File: config.mk
export PLATFORM = sky130hd
export DESIGN_NAME = dma_master_ctl
export DESIGN_NICKNAME = d
export VERILOG_FILES = /design/src/rtl/dma_master_pkg.sv /design/src/rtl/dma_master_ctrl.sv /design/src/rtl/dma_master_dp.sv /design/src/rtl/dma_master_gate.sv /design/src/rtl/dma_master_ctl.sv
export SDC_FILE = /design/constraint.sdc
export NUM_CORES = 1
export LEC_CHECK = 0
export ABC_AREA = 1
export BUFFER_PORTS_ARGS = -buffer_cell sky130_fd_sc_hd__buf_4
export CAP_MARGIN = 20
export CORE_MARGIN = 1
export CORE_UTILIZATION = 38
export DETAILED_ROUTE_END_ITERATION = 12
export GPL_ROUTABILITY_DRIVEN = 1
export MAX_ROUTING_LAYER = met4
export PLACE_DENSITY = 0.75
export SYNTH_ARGS = -nofsm -noshare
export SYNTH_HDL_FRONTEND = slang
export SYNTH_SLANG_ARGS = --single-unit
File: constraint.sdc
create_clock -name clk -period 0.95 [get_ports clk]
set_input_delay 0.19 -clock clk [delete_from_list [all_inputs] [get_ports clk]]
set_output_delay 0.19 -clock clk [all_outputs]
set_load 0.005 [all_outputs]
File: src/rtl/dma_master_pkg.sv
package dma_master_pkg;
  localparam int EN_BIT  = 0;
  localparam int NMI_BIT = 1;
  localparam int AE_BIT  = 2;
  localparam int NFLAG   = 2;

  typedef struct packed {
    logic loadEn;
    logic enVal;
    logic setNmi;
    logic setAe;
    logic clrNmi;
    logic clrAe;
    logic capRd;
  } ctlStrobe_t;
endpackage

File: src/rtl/dma_master_ctrl.sv
module dma_master_ctrl
  import dma_master_pkg::*;
#(
  parameter int DATA_W = 8
) (
  input  logic              clk,
  input  logic              rstN,
  input  logic              wrEn,
  input  logic              rdEn,
  input  logic [DATA_W-1:0] wrData,
  input  logic              nmiPulse,
  input  logic              addrErr,
  input  logic              nmiFlag,
  input  logic              aeFlag,
  output ctlStrobe_t        strobe
);
  logic [NFLAG-1:0] evt, flagNow, wrBit, arm, armNext, clearNow;

  assign evt     = {addrErr, nmiPulse};
  assign flagNow = {aeFlag, nmiFlag};
  assign wrBit   = {wrData[AE_BIT], wrData[NMI_BIT]};

  for (genvar g = 0; g < NFLAG; g++) begin : g_arm
    always_comb begin
      clearNow[g] = wrEn & ~wrBit[g] & arm[g] & ~evt[g];
      if (evt[g])      armNext[g] = rdEn;
      else if (rdEn)   armNext[g] = flagNow[g] & ~clearNow[g];
      else if (wrEn)   armNext[g] = 1'b0;
      else             armNext[g] = arm[g];
    end

    always_ff @(posedge clk) begin
      if (!rstN) arm[g] <= 1'b0;
      else       arm[g] <= armNext[g];
    end
  end

  always_comb begin
    strobe.loadEn = wrEn;
    strobe.enVal  = wrData[EN_BIT];
    strobe.setNmi = evt[0];
    strobe.setAe  = evt[1];
    strobe.clrNmi = clearNow[0];
    strobe.clrAe  = clearNow[1];
    strobe.capRd  = rdEn;
  end
endmodule

File: src/rtl/dma_master_dp.sv
module dma_master_dp
  import dma_master_pkg::*;
#(
  parameter int DATA_W = 8
) (
  input  logic              clk,
  input  logic              rstN,
  input  ctlStrobe_t        strobe,
  output logic              masterEn,
  output logic              nmiFlag,
  output logic              aeFlag,
  output logic [DATA_W-1:0] rdData
);
  logic [DATA_W-1:0] rdView;

  always_comb begin
    rdView          = '0;
    rdView[EN_BIT]  = masterEn;
    rdView[NMI_BIT] = nmiFlag;
    rdView[AE_BIT]  = aeFlag;
  end

  always_ff @(posedge clk) begin
    if (!rstN) begin
      masterEn <= 1'b0;
      nmiFlag  <= 1'b0;
      aeFlag   <= 1'b0;
      rdData   <= '0;
    end else begin
      if (strobe.loadEn) masterEn <= strobe.enVal;
      if (strobe.setNmi)      nmiFlag <= 1'b1;
      else if (strobe.clrNmi) nmiFlag <= 1'b0;
      if (strobe.setAe)       aeFlag <= 1'b1;
      else if (strobe.clrAe)  aeFlag <= 1'b0;
      if (strobe.capRd) rdData <= rdView;
    end
  end
endmodule

File: src/rtl/dma_master_gate.sv
module dma_master_gate #(
  parameter int NCH = 4
) (
  input  logic           clk,
  input  logic           rstN,
  input  logic           masterEn,
  input  logic           haltReq,
  input  logic [NCH-1:0] chanEnable,
  input  logic [NCH-1:0] chanEnd,
  input  logic [NCH-1:0] unitDone,
  output logic [NCH-1:0] permit
);
  logic [NCH-1:0] basePermit, stopped;

  for (genvar c = 0; c < NCH; c++) begin : g_ch
    assign basePermit[c] = masterEn & chanEnable[c] & ~chanEnd[c];
    assign permit[c]     = basePermit[c] & ~stopped[c];

    always_ff @(posedge clk) begin
      if (!rstN)
        stopped[c] <= 1'b0;
      else
        stopped[c] <= haltReq & (stopped[c] | unitDone[c] | ~basePermit[c]);
    end
  end
endmodule

File: src/rtl/dma_master_ctl.sv
module dma_master_ctl
  import dma_master_pkg::*;
#(
  parameter int NCH    = 4,
  parameter int DATA_W = 8
) (
  input  logic              clk,
  input  logic              rstN,
  input  logic              wrEn,
  input  logic              rdEn,
  input  logic [DATA_W-1:0] wrData,
  output logic [DATA_W-1:0] rdData,
  input  logic              nmiPulse,
  input  logic              addrErr,
  input  logic [NCH-1:0]    chanEnable,
  input  logic [NCH-1:0]    chanEnd,
  input  logic [NCH-1:0]    unitDone,
  output logic [NCH-1:0]    permit
);
  ctlStrobe_t strobe;
  logic masterEn, nmiFlag, aeFlag, haltReq;

  assign haltReq = nmiFlag | aeFlag;

  dma_master_ctrl #(.DATA_W(DATA_W)) u_ctrl (
    .clk(clk), .rstN(rstN), .wrEn(wrEn), .rdEn(rdEn), .wrData(wrData),
    .nmiPulse(nmiPulse), .addrErr(addrErr), .nmiFlag(nmiFlag),
    .aeFlag(aeFlag), .strobe(strobe)
  );

  dma_master_dp #(.DATA_W(DATA_W)) u_dp (
    .clk(clk), .rstN(rstN), .strobe(strobe), .masterEn(masterEn),
    .nmiFlag(nmiFlag), .aeFlag(aeFlag), .rdData(rdData)
  );

  dma_master_gate #(.NCH(NCH)) u_gate (
    .clk(clk), .rstN(rstN), .masterEn(masterEn), .haltReq(haltReq),
    .chanEnable(chanEnable), .chanEnd(chanEnd), .unitDone(unitDone),
    .permit(permit)
  );
endmodule

==> reports/metrics.yaml <==
status: "complete, but fails checks"
failed_checks: "negative setup slack"
final_common_cell: "buf_4"
cts_made_buffers: 3
grt_use_total_pct: 14.5
clk-insertion-delay-late_ns: 0.28
initial_utilization_pct: 41.3
ys_warn_count: 0
first_pass_iters: 4
hold_viol_final: 0
synth_top_area_share_pct: 44.7
synth_area_leaders: "dfxtp_1 45%, a21oi_1 9.3%, inv_1 8.4%"
instances_no_fill: 113
chipHeight_microns: 39.6
grt_start_max_net_pins: 10
grt_pass1_vias: 397
area_growth_pct: 43.3
post_synth_num_cell_types: 14
timing.setup.tns_ns: -0.845
antenna_cells: 0
final_nets: 125
rsz0062_at_grt: "yes"
ios: 38
ant_nets: 0
critical_path_arrival_ns: 0.98
placed_cells: 108
setup_ws_ns: -0.221
peakVddDrop_mv: 0.617
grt_pass1_wl_microns: 1480
critPathCaptureType: "output pin"
maxSlewViolCount: 0
cts_max_path_buffers: 2
die_w_microns: 39.6
die_area_sq_um: 1570
gp_congestion: 0.717
cp-startpoint: "u_dp.masterEn$_SDFFE_PN0P_"
core_sq_um: 1300
p_per_area_nw_per_um2: 1460
synth_seq_cells: 12
leakagePower_nw: 0.406
reg2reg_from: "u_dp.masterEn$_SDFFE_PN0P_"
placementRows: 13
post_drt_wl_per_cell_microns: 9.19
drt_iter0_markers: 5
period_share_pct: 123
worstHoldPathType: "in2reg"
route.final.wire_length_microns: 1040
max-cap-violations: 0
vias_per_cell: 4.50
syn_inst: 69
clock_sinks: 12
vias: 509
syn_area_sq_um: 538
ys_seq_area_share_pct: 44.7
critPathKind: "reg2out"
antenna_found_initial: 0
grt_remaining_overflow: 0
cp_max_fo: 5
drc: 0
dpl.hpwl_microns: 828
cp.required_ns: 0.76
synth_area_leader_cell: "dfxtp_1"
skew_ns: 0.00434
start_kind: "register"
min_period_ns: 1.17
layout_common_cells: "28 x buf_4, 12 x inv_1, 11 x dfxtp_1"
clk_pin_slew_ns: 0.08
ctsHoldBuffers: 0
cts_tree: "yes"
holdWs_ns: 0.136
root_buffer: "clkbuf_4"
setup_viol: 4
io_buffers: 27
layout-drive-gt1-share_pct: 39.8
syn_area_per_cell_sq_um: 7.80
clock.fmax_mhz: 854
min_from: "wrData[0]"
htreeDepth: 1
## final timing paths
path / cells after the start / to / slack (ns)
setup / recovery: 3 / permit[3] / -0.22
hold / removal: 3 / u_dp.masterEn$_SDFFE_PN0P_ / 0.14
setup reg to reg: 4 / u_gate.stopped[1]$_SDFF_PN0_ / 0.11
hold reg to reg: 2 / u_dp.rdData[1]$_SDFFE_PN0P_ / 0.48
## stage by stage
stage / instance area, sq um / util, % / worst slack (ns) / total power, mW
6_report: 771 / 59.2 / -0.221 / 1.13
5_1_grt: 771 / 59.2 / -0.299 / 1.18
4_1_cts: 758 / 58.3 / -0.270 / 1.14
3_5_place_dp: 721 / 55.4 / -0.0107 / 0.730
3_3_place_gp: 721 / 55.4 / 0.0192 / 0.725
2_1_floorplan: 553 / - / 0.180 / 0.653
## timing repair
item                                    in CTS  in global routing
buffers inserted                             0                  1
resized for setup                            1                  2
endpoints found under the setup margin       4                  4
hold endpoints to repair                     0                  0
gates cloned                                 0                  0
## cell type report
type                            count  area (sq um)
Sequential cell                    12           244
Timing Repair Buffer               28           210
Inverter                           12          45.0
Clock buffer                        4          36.3
Fill cell                         129           531
Tap cell                           15          18.8
Multi-Input combinational cell     42           216
## cells in the mapped netlist
| cell | count |
|---|---|
| a21oi_1 | 10 |
| buf_4 | 5 |
| buf_6 | 1 |
| clkbuf_2 | 1 |
| conb_1 | 1 |
| dfxtp_1 | 12 |
| inv_1 | 12 |
| nand2_1 | 10 |
| nand3_1 | 4 |
| nand4_1 | 2 |
| nor2_1 | 3 |
| nor3_2 | 4 |
| o21ai_0 | 3 |
| o21ai_2 | 1 |
## per-layer routing
metal	up-vias	GRT usage (%)	routed length (microns)
met5	-	-	0
li1	269	-	-
met1	210	16.6	439
met4	0	10.3	18
met3	2	2.27	129
met2	28	23.0	452
## kinds of logic (layout without fill, tap and decap cells)
family / Yosys count / in the layout / share of synthesized area [%]
compound gates: 14 / 14 / 13.7
simple gates: 23 / 23 / 22.6
buf+inv: 19 / 44 / 18.4
other cells: 1 / 5 / 0.697
flops: 12 / 12 / 44.7
## worst max-delay path, cell delays in order, from the launching register on
cell and delay (ns):
dfxtp_4 0.37, nand2_1 0.06, nor3_2 0.13, buf_4 0.14
## flip-flops by register name, summed over array words and instances, names as in the netlist
register	count
u_dp.rdData	3
u_dp.aeFlag	1
u_gate.stopped	4
u_ctrl.arm	2
u_dp.nmiFlag	1
u_dp.masterEn	1
## power breakdown
group / internal, mW / switching, mW
clock: 0.233 / 0.176
sequential: 0.537 / 0.0210
combinational: 0.0912 / 0.0681
total: 0.862 / 0.265
Note: power is estimated with default switching activity, not from simulation.
